===== config.mk =====
export PLATFORM = sky130hd
export DESIGN_NAME = fuse_rec_decoder
export DESIGN_NICKNAME = d
export VERILOG_FILES = /design/src/rtl/fuse_rec_pkg.sv /design/src/rtl/fuse_hdr_decode.sv /design/src/rtl/fuse_word_pick.sv /design/src/rtl/fuse_rec_decoder.sv
export SDC_FILE = /design/constraint.sdc
export NUM_CORES = 1
export LEC_CHECK = 0
export ABC_AREA = 1
export BUFFER_PORTS_ARGS = -buffer_cell sky130_fd_sc_hd__buf_2
export CAP_MARGIN = 10
export CORE_UTILIZATION = 50
export DETAILED_ROUTE_END_ITERATION = 10
export GPL_TIMING_DRIVEN = 1
export PLACE_DENSITY = 0.74
export REMOVE_ABC_BUFFERS = 1
export SETUP_SLACK_MARGIN = 0.2
export SLEW_MARGIN = 20
export SYNTH_ARGS = -nofsm -noshare
export SYNTH_HDL_FRONTEND = slang
export SYNTH_HIERARCHICAL = 1
export SYNTH_SLANG_ARGS = --single-unit
export TNS_END_PERCENT = 1

===== constraint.sdc =====
create_clock -name clk -period 2.5 [get_ports clk]
set_input_delay 0.125 -clock clk [delete_from_list [all_inputs] [get_ports clk]]
set_output_delay 0.125 -clock clk [all_outputs]
set_load 0.01 [all_outputs]

===== src/rtl/fuse_rec_pkg.sv =====
package fuse_rec_pkg;

  localparam int          SLOTS     = 4;      // word slots per block
  localparam int          BLK_W     = 7;      // block index width
  localparam logic [7:0]  ERASED    = 8'hFF;  // unprogrammed byte value
  localparam logic [4:0]  LONG_MARK = 5'h0F;  // low bits flagging a two-byte header

  typedef enum logic [3:0] {
    ST_IDLE,
    ST_CLEAR,
    ST_HDR1,
    ST_HDR1_W,
    ST_HDR2_W,
    ST_WORD,
    ST_DATA_W,
    ST_WRITE,
    ST_DONE
  } walk_st_t;

endpackage


===== src/rtl/fuse_hdr_decode.sv =====
module fuse_hdr_decode
  import fuse_rec_pkg::*;
(
  input  logic [7:0]       first_b,
  input  logic [7:0]       second_b,
  output logic             long_fmt,
  output logic             end_short,
  output logic             end_long,
  output logic [BLK_W-1:0] blk,
  output logic [SLOTS-1:0] absent
);

  assign long_fmt  = (first_b[4:0] == LONG_MARK);
  assign end_short = (first_b == ERASED);
  assign end_long  = (second_b == ERASED);

  always_comb begin
    if (long_fmt) begin
      blk    = {second_b[7:4], first_b[7:5]};
      absent = second_b[3:0];
    end else begin
      blk    = {3'b000, first_b[7:4]};
      absent = first_b[3:0];
    end
  end

endmodule


===== src/rtl/fuse_word_pick.sv =====
module fuse_word_pick #(
  parameter int N  = 4,
  parameter int IW = $clog2(N)
) (
  input  logic [N-1:0]  present,
  output logic          any,
  output logic [IW-1:0] idx
);

  logic [N-1:0] first_hot;

  // one-hot of the lowest present slot
  for (genvar g = 0; g < N; g++) begin : g_hot
    if (g == 0) begin : g_lo
      assign first_hot[g] = present[g];
    end else begin : g_hi
      assign first_hot[g] = present[g] & ~(|present[g-1:0]);
    end
  end

  assign any = |present;

  always_comb begin
    idx = '0;
    for (int k = 0; k < N; k++) begin
      if (first_hot[k]) idx = idx | IW'(k);
    end
  end

endmodule


===== src/rtl/fuse_rec_decoder.sv =====
module fuse_rec_decoder
  import fuse_rec_pkg::*;
#(
  parameter int PHY_SIZE  = 256,
  parameter int PROT_SIZE = 16,
  parameter int LOG_SIZE  = 128,
  parameter int PA_W      = $clog2(PHY_SIZE),
  parameter int LA_W      = $clog2(LOG_SIZE)
) (
  input  logic            clk,
  input  logic            rst_n,
  input  logic            start,
  output logic            done,
  output logic            err,
  output logic            rd_en,
  output logic [PA_W-1:0] rd_addr,
  input  logic [7:0]      rd_data,
  output logic            wr_valid,
  input  logic            wr_ready,
  output logic [LA_W-1:0] wr_addr,
  output logic [7:0]      wr_data
);

  localparam int LIMIT = PHY_SIZE - PROT_SIZE;
  localparam int PW    = PA_W + 2;
  localparam int LX    = (LA_W + 1 > 11) ? LA_W + 1 : 11;
  localparam int SW    = $clog2(SLOTS);

  walk_st_t         st_q;
  logic [PW-1:0]    ptr_q;
  logic [LA_W-1:0]  clr_q;
  logic [7:0]       hdr1_q;
  logic [BLK_W-1:0] blk_q;
  logic [SLOTS-1:0] absent_q;
  logic [LX-1:0]    log_q;
  logic [7:0]       dat_q;
  logic             sec_q;
  logic             err_q;

  // header decode
  logic [7:0]       dec_first;
  logic             dec_long, dec_end1, dec_end2;
  logic [BLK_W-1:0] dec_blk;
  logic [SLOTS-1:0] dec_absent;

  assign dec_first = (st_q == ST_HDR2_W) ? hdr1_q : rd_data;

  fuse_hdr_decode u_hdr (
    .first_b  (dec_first),
    .second_b (rd_data),
    .long_fmt (dec_long),
    .end_short(dec_end1),
    .end_long (dec_end2),
    .blk      (dec_blk),
    .absent   (dec_absent)
  );

  // next present word slot
  logic          pick_any;
  logic [SW-1:0] pick_idx;

  fuse_word_pick #(.N(SLOTS), .IW(SW)) u_pick (
    .present(~absent_q),
    .any    (pick_any),
    .idx    (pick_idx)
  );

  // bound arithmetic
  logic [PW-1:0] ptr_p1, ptr_p2;
  logic [LX-1:0] log_addr;
  logic          at_limit, hdr2_fits, data_fits, log_fits;
  logic          wr_fire;

  assign ptr_p1    = ptr_q + PW'(1);
  assign ptr_p2    = ptr_q + PW'(2);
  assign log_addr  = LX'({blk_q, 3'b000}) + LX'({pick_idx, 1'b0});
  assign at_limit  = (ptr_q >= PW'(LIMIT));
  assign hdr2_fits = (ptr_p1 < PW'(LIMIT));
  assign data_fits = (ptr_p2 <= PW'(LIMIT));
  assign log_fits  = ((log_addr + LX'(2)) <= LX'(LOG_SIZE));
  assign wr_fire   = wr_valid & wr_ready;

  // physical read requests
  always_comb begin
    rd_en   = 1'b0;
    rd_addr = '0;
    case (st_q)
      ST_HDR1: if (!at_limit) begin
        rd_en   = 1'b1;
        rd_addr = ptr_q[PA_W-1:0];
      end
      ST_HDR1_W: if (!dec_end1 && dec_long && hdr2_fits) begin
        rd_en   = 1'b1;
        rd_addr = ptr_p1[PA_W-1:0];
      end
      ST_WORD: if (pick_any && data_fits && log_fits) begin
        rd_en   = 1'b1;
        rd_addr = ptr_q[PA_W-1:0];
      end
      ST_WRITE: if (wr_fire && !sec_q) begin
        rd_en   = 1'b1;
        rd_addr = ptr_p1[PA_W-1:0];
      end
      default: ;
    endcase
  end

  // logical write port, driven from registers only
  assign wr_valid = (st_q == ST_CLEAR) || (st_q == ST_WRITE);
  assign wr_addr  = (st_q == ST_CLEAR) ? clr_q : (log_q[LA_W-1:0] + LA_W'(sec_q));
  assign wr_data  = (st_q == ST_CLEAR) ? ERASED : dat_q;

  assign done = (st_q == ST_DONE);
  assign err  = err_q;

  always_ff @(posedge clk) begin
    if (!rst_n) begin
      st_q     <= ST_IDLE;
      ptr_q    <= '0;
      clr_q    <= '0;
      hdr1_q   <= '0;
      blk_q    <= '0;
      absent_q <= '1;
      log_q    <= '0;
      dat_q    <= '0;
      sec_q    <= 1'b0;
      err_q    <= 1'b0;
    end else begin
      case (st_q)
        ST_IDLE: if (start) begin
          err_q <= 1'b0;
          clr_q <= '0;
          st_q  <= ST_CLEAR;
        end
        ST_CLEAR: if (wr_fire) begin
          if (clr_q == LA_W'(LOG_SIZE - 1)) begin
            ptr_q <= '0;
            st_q  <= ST_HDR1;
          end else begin
            clr_q <= clr_q + LA_W'(1);
          end
        end
        ST_HDR1: st_q <= at_limit ? ST_DONE : ST_HDR1_W;
        ST_HDR1_W: begin
          hdr1_q <= rd_data;
          if (dec_end1) begin
            st_q <= ST_DONE;
          end else if (dec_long) begin
            st_q <= hdr2_fits ? ST_HDR2_W : ST_DONE;
          end else begin
            blk_q    <= dec_blk;
            absent_q <= dec_absent;
            ptr_q    <= ptr_p1;
            st_q     <= ST_WORD;
          end
        end
        ST_HDR2_W: begin
          if (dec_end2) begin
            st_q <= ST_DONE;
          end else begin
            blk_q    <= dec_blk;
            absent_q <= dec_absent;
            ptr_q    <= ptr_p2;
            st_q     <= ST_WORD;
          end
        end
        ST_WORD: begin
          if (!pick_any) begin
            st_q <= ST_HDR1;
          end else if (!(data_fits && log_fits)) begin
            err_q <= 1'b1;
            st_q  <= ST_DONE;
          end else begin
            log_q              <= log_addr;
            absent_q[pick_idx] <= 1'b1;
            sec_q              <= 1'b0;
            st_q               <= ST_DATA_W;
          end
        end
        ST_DATA_W: begin
          dat_q <= rd_data;
          st_q  <= ST_WRITE;
        end
        ST_WRITE: if (wr_fire) begin
          if (!sec_q) begin
            sec_q <= 1'b1;
            st_q  <= ST_DATA_W;
          end else begin
            ptr_q <= ptr_p2;
            st_q  <= ST_WORD;
          end
        end
        ST_DONE: st_q <= ST_IDLE;
        default: st_q <= ST_IDLE;
      endcase
    end
  end

  // ---------------- assertions ----------------
  a_r11_write_hold: assert property (@(posedge clk) disable iff (!rst_n)
    (wr_valid && !wr_ready) |=> (wr_valid && $stable(wr_addr) && $stable(wr_data)));

  a_r7_read_window: assert property (@(posedge clk) disable iff (!rst_n)
    rd_en |-> (int'(rd_addr) < LIMIT));

  a_r10_done_pulse: assert property (@(posedge clk) disable iff (!rst_n)
    done |=> !done);

  a_r10_err_hold: assert property (@(posedge clk) disable iff (!rst_n)
    (!done && !$past(start)) |-> $stable(err));

  a_r1_clear_first: assert property (@(posedge clk) disable iff (!rst_n)
    (wr_valid && wr_data != ERASED) |-> (st_q == ST_WRITE));

endmodule


-- Word-level counts from Yosys, hierarchy flattened
Cells that the tools add are included.
- eq/ne operators: 24
- $add $sub $neg: 6
- bitwise operators: 9
- reductions and logical operators: 28
- order comparisons: 6
- muxes and demuxes: 63
- operators with widths (cell ; count):
    $mux 10 ; 7
    $mux 4 ; 17
    $mux 7 ; 8
    $mux 8 ; 6
    $pmux 10 s4 ; 1
    $pmux 4 s8 ; 1
    $pmux 8 s4 ; 1
    $pmux 7 s2 ; 2
    $ne 2x2->1 const B ; 11
    $reduce_and 4->1 ; 5
    $eq 4x3->1 const B ; 4
    $eq 8x8->1 const B ; 2
    $mux 1 ; 12
    $pmux 4 s3 ; 1
    $add 10x3->11 ; 1
    $add 11x2->11 const B ; 1
    $le 11x8->1 const B ; 1
    $add 10x1->10 const B ; 1
    $add 10x2->10 const B ; 1
    $ge 10x8->1 const B ; 1
    $le 10x8->1 const B ; 1
    $lt 10x8->1 const B ; 1
    $eq 4x2->1 const B ; 2
    $reduce_and 8->1 ; 1
    29 further kinds ; 47
- output and inout bits: 27
- register bits after elaboration: 57
- input port bits: 12
- logic and storage cells: 146

-- Logic depth before layout (Yosys ltp)
- depth after elaboration: 14
- gate-level depth with buffers: 19
- depth with buffers taken out: 18

-- Cells and area by module
The synthesis kept the hierarchy.
- by module, submodules not included (module ; seq. area each (um^2) ; area an instance (um^2) ; times used ; cells an instance):
    fuse_rec_decoder ; 1121.1 ; 3463.3 ; 1 ; 564
    fuse_hdr_decode ; 0.0 ; 186.4 ; 1 ; 41
    fuse_word_pick ; 0.0 ; 48.8 ; 1 ; 9

-- Worst setup path before layout
No wires, ideal clock.
- path kind: reg-to-reg
- start: register st_q[2]
- end: register ptr_q[8]
- arrival time: 2.118 ns
- library setup time: 0.119 ns
- buffers on the path: 2
- period minus slack after synthesis: 2.237 ns
- cell stages (with the launch flop): 18
- data required time: 2.381 ns
- slack: 0.263 ns
- cells stage by stage: dfxtp_1 > inv_1 > nor2_4 > nand2_2 > clkinv_1 > nand2_1 > nand2_1 > clkinv_1 > nand2_2 > buf_6 > inv_1 > o21ai_1 > nand2_1 > nor3_2 > nand2_2 > buf_6 > o21ai_0 > a21oi_1
- longest elaborated chain between the ends: 5
- elaborated cells between the ends (all ways): 19
- classes of those cells: eq/ne (13); mux (2); bitwise (1); reduce/logical (3)
- RTL lines (item ; RTL line ; source):
    from (decl) ; fuse_rec_decoder.sv:29 ; walk_st_t st_q;
    from (signal assigned) ; fuse_rec_decoder.sv:143 ; ST_HDR1: st_q <= at_limit ? ST_DONE : ST_HDR1_W;
    from (signal assigned) ; fuse_rec_decoder.sv:149 ; st_q <= hdr2_fits ? ST_HDR2_W : ST_DONE;
    $eq 4x3->1 ; fuse_rec_decoder.sv:46 ; assign dec_first = (st_q == ST_HDR2_W) ? hdr1_q : rd_data;
    $mux 8 ; fuse_rec_decoder.sv:46 ;
    net dec_first[4] ; fuse_rec_decoder.sv:41 ; logic [7:0] dec_first;
    $eq 5x4->1 ; fuse_hdr_decode.sv:13 ; assign long_fmt = (first_b[4:0] == LONG_MARK);
    net dec_long ; fuse_rec_decoder.sv:42 ; logic dec_long, dec_end1, dec_end2;
    $ne 2x2->1 (no source line) ; - ;
    $reduce_and 8->1 (no source line) ; - ;
    to (signal assigned) ; fuse_rec_decoder.sv:153 ; ptr_q <= ptr_p1;
    to (signal assigned) ; fuse_rec_decoder.sv:163 ; ptr_q <= ptr_p2;
    to (signal assigned) ; fuse_rec_decoder.sv:189 ; ptr_q <= ptr_p2;
    to (decl) ; fuse_rec_decoder.sv:30 ; logic [PW-1:0] ptr_q;
The timed path passes the listed nets, and every way through them passes these cells.
A chain may end at the register's enable or synchronous reset.

-- Final worst setup path
- start: register st_q[1]
- end: register blk_q[0]
- longest elaborated chain between the ends: 7
- elaborated cells between the ends (all ways): 15
- classes of those cells: eq/ne (7); mux (6); reduce/logical (2)
- RTL lines (item ; RTL line ; source):
    $eq 4x3->1 * ; fuse_rec_decoder.sv:46 ;
    $mux 8 * ; fuse_rec_decoder.sv:46 ;
    net dec_first[2] ; fuse_rec_decoder.sv:41 ;
    $eq 5x4->1 * ; fuse_hdr_decode.sv:13 ;
    $mux 7 * ; fuse_hdr_decode.sv:18 ; if (long_fmt) begin
    net dec_blk[0] ; fuse_rec_decoder.sv:43 ; logic [BLK_W-1:0] dec_blk;
    $mux 7 ; fuse_rec_decoder.sv:148 ; end else if (dec_long) begin
    $mux 7 ; fuse_rec_decoder.sv:146 ; if (dec_end1) begin
    $pmux 7 s2 * ; fuse_rec_decoder.sv:129 ; case (st_q)
    to (signal assigned) ; fuse_rec_decoder.sv:151 ; blk_q <= dec_blk;
    to (signal assigned) ; fuse_rec_decoder.sv:161 ; blk_q <= dec_blk;
    to (decl) ; fuse_rec_decoder.sv:33 ; logic [BLK_W-1:0] blk_q;
The timed path passes the listed nets; every way through them passes the cells marked *. The select of a mux whose other input is x is not followed.

==> flow_metrics.env <==
export IMPL_synth_top_area_cell="dfxtp_1"
export IMPL_ant_nets=0
export IMPL_clock_sinks=56
export IMPL_hold_class="input pin to flip-flop"
export IMPL_hold_start="wr_ready"
export IMPL_syn_to_final_growth_pct=20.37
export IMPL_setup_ws_ns=0.1779
export IMPL_hold_violations=0
export IMPL_netlist_instances=614
export IMPL_fmax_mhz=430.6
export IMPL_dp_slack_ns=0.1378
export IMPL_fin_nets=698
export IMPL_synth_edf_count=0
export IMPL_ff_latch_area_mm2=0.001135
export IMPL_peakVddDrop_mv=0.4278
export IMPL_num_vias=4105
export IMPL_nFillCells=667
export IMPL_wl_met2_mm=4.868
export IMPL_fin_skew_ns=0.009965
export IMPL_cp_arrival_ns=2.59
export IMPL_ys_ff_latch=56
export IMPL_row_count=30
export IMPL_root_buffer="clkbuf_8"
export IMPL_clk_insertion_delay_late_ns=0.32
export IMPL_antenna_found_initial=0
export IMPL_die_h_um=88.01
export IMPL_h_tree_depth=2
export IMPL_clockPowerShare=0.174
export IMPL_async_reset_ff_frac=0
export IMPL_top_layer="met4"
export IMPL_relSlewSlack=0.6772
export IMPL_die_w_um=88.01
export IMPL_hpwl_mm=7.318
export IMPL_startpoint="st_q[1]"
export IMPL_p_comb_frac=0.491
export IMPL_rr_startpoint="st_q[1]"
export IMPL_cts_inserted_buffers=5
export IMPL_synth_yosys_seq_area_share=0.3031
export IMPL_fin_crit_ns=2.322
export IMPL_seq_power_share=0.335
export IMPL_leakage_nw=2.252
export IMPL_drive_gt1_frac=0.2474
export IMPL_grt_pass1_vias=3661
export IMPL_wl_met1_mm=4.838
export IMPL_status="finished clean"
export IMPL_track_usage=0.2739
export IMPL_gp_congestion=0.9295
export IMPL_yosysTopAreaCellShare=0.3031
export IMPL_setup_viol=0
export IMPL_cts_tree="done"
export IMPL_path_max_fanout=5
export IMPL_drc_errors=0
export IMPL_path_clk_slew_ns=0.11
export IMPL_io_pins=39
export IMPL_io_buffers=38
export IMPL_vias_per_cell=5.270
export IMPL_grt_ovfl_total=0
export IMPL_power_switching_mw=1.664
export IMPL_synth_area_mm2=0.003699
export IMPL_drt_iter0_drc=281
export IMPL_synth_warnings=6
export IMPL_antenna_diode_count=0
export IMPL_rsz0062_at_grt="yes"
export IMPL_maxCapViolCount=0
export IMPL_wl_per_cell_um=13.50
export IMPL_ys_flop_type="dfxtp_1"
export IMPL_first_pass_iters=5
export IMPL_core_area_mm2=0.006982
export IMPL_post_route_period_util=0.9288
export IMPL_powerDensity_mw_per_mm2=822.3
export IMPL_cp_start_kind="flip-flop"
export IMPL_crit_path_end_kind="flip-flop"
export IMPL_cts_max_path_buffers=2
export IMPL_die_area_mm2=0.007745
export IMPL_synth_area_leaders="dfxtp_1, nand2_1, nor2_1"
export IMPL_grt_max_degree=28
export IMPL_final_max_slew_viol_count=0
export IMPL_path_class="flip-flop to flip-flop"
export IMPL_crit_required_ns=2.76
export IMPL_grt_pass1_wl_mm=16.77
export IMPL_wirelength_mm=10.52
export IMPL_switching_share=0.4545
export IMPL_fin_setup_tns_ns=0
export IMPL_synth_avg_cell_area_um2=6.024
export IMPL_multi_input_area_mm2=0.002302
export IMPL_synth_distinct_cells=37
export IMPL_met3_length_um=615
export IMPL_intPower_mw=1.997
export IMPL_tightest_slew_ns=0.4842
export IMPL_initial_core_util=0.5297
[sequential cells by signal, summed over array words and instances, names as in the netlist]
signal and count:
log_q 6, ptr_q 10, absent_q 4, st_q 4, dat_q 8, err 1
sec_q 1, clr_q 7, hdr1_q 8, blk_q 7
[metal layers]
layer | global-route usage | vias up
li1 | - | 2079
met1 | 0.3592 | 1868
met2 | 0.4644 | 138
met3 | 0.03864 | 20
met4 | 0.08495 | 0
met5 | 0 | -
[Yosys cell counts, types with 2 or more instances]
library cell and instances:
inv_2 6, nand4_1 11, nor2_1 100, xor2_1 2, nor3_1 6, nor2_2 2, ha_1 4, a211oi_1 3
clkbuf_1 6, o21ai_0 53, nor2_4 5, dfxtp_1 56, buf_6 5, a21oi_1 23, nand2_2 11, a21oi_2 2
o21ai_1 3, nand3_1 37, nand2_1 185, or2_2 9, clkinv_1 3, buf_2 2, inv_1 66
[repair_timing]
action                     4_1_cts  5_1_grt
gates resized for setup         32       31
cloned                           0        1
setup endpoints to repair       14       25
hold buffers                     0        0
pin swaps                       11       20
buffers inserted                16        6
[critical path, stage by stage (launching register included)]
cell and delay (ns):
dfxtp_4 0.38, nor2_4 0.15, nand2_4 0.09, clkinv_4 0.08, nand2_1 0.06, nand2_2 0.06
nand2_2 0.07, nor2_4 0.14, nand2_2 0.09, buf_4 0.14, buf_4 0.12, buf_4 0.12
buf_4 0.12, buf_4 0.12, buf_4 0.12, buf_4 0.12, buf_4 0.13, nand2_2 0.04
nor2_1 0.05, nor2_1 0.07
[stage by stage]
stage,instance area (µm²),hold slack (ns),utilization,std cells,power (mW)
6_report,4452,0.09503,0.6376,779,3.661
4_1_cts,4309,0.09514,0.6172,772,3.551
3_3_place_gp,3990,0.4308,0.5715,748,2.804
5_1_grt,4452,0.1092,0.6376,779,3.921
3_5_place_dp,3990,0.4354,0.5715,748,2.826
2_1_floorplan,3560,0.2091,-,598,2.344
[final timing paths]
path / end / slack [ns] / cells after the start
max: blk_q[0] / 0.18 / 19
min: sec_q / 0.1 / 3
max reg2reg: blk_q[0] / 0.18 / 19
min reg2reg: err / 0.46 / 2
[layout by cell type (no fill, tap or decap), types with 5 or more instances in the layout]
cell / Yosys / layout
a21oi_1: 23 / 23
nor3_1: 6 / 6
nand4_1: 11 / 11
or2_2: 9 / 9
nor2_4: 5 / 9
nand2_4: 1 / 6
nand3_1: 37 / 35
dfxtp_1: 56 / 49
nand2_2: 11 / 30
buf_4: 0 / 35
dfxtp_2: 0 / 5
buf_2: 2 / 38
nor2_2: 2 / 5
nand2_1: 185 / 161
inv_1: 66 / 64
nor2_1: 100 / 93
inv_2: 6 / 8
o21ai_0: 53 / 53
clkbuf_8: 1 / 5
[area by class of cell]
cell class | count | share of cell area
Inverter | 75 | 0.06464
Clock inverter | 3 | 0.01040
Tap cell | 96 | 0.02698
Multi-Input combinational cell | 467 | 0.5171
Clock buffer | 5 | 0.01546
Timing Repair inverter | 1 | 0.001124
Timing Repair Buffer | 76 | 0.1093
Sequential cell | 56 | 0.2549
[power groups by stage]
| stage | Combinational [mW] | Clock [mW] | Sequential [mW] |
|---|---|---|---|
| after detailed placement | 1.60 | 0 | 1.22 |
| after global placement | 1.59 | 0 | 1.22 |
| after global routing | 2.00 | 0.677 | 1.25 |
| after CTS | 1.70 | 0.641 | 1.21 |
| after floorplan | 1.14 | 0 | 1.20 |
| final | 1.80 | 0.636 | 1.23 |
[logic make-up (layout without fill, tap and decap cells)]
group	count (synthesis)	count (layout)	share of synthesized area
adders and majority gates	4	4	0.01353
and+or+nand+nor	371	371	0.4347
DFF	56	56	0.3031
AOI/OAI and AO/OA	90	90	0.1302
buffers and inverters	91	160	0.1137
xor gates and xnor gates	2	2	0.004737
No activity file was read; power rests on OpenSTA's default activity.
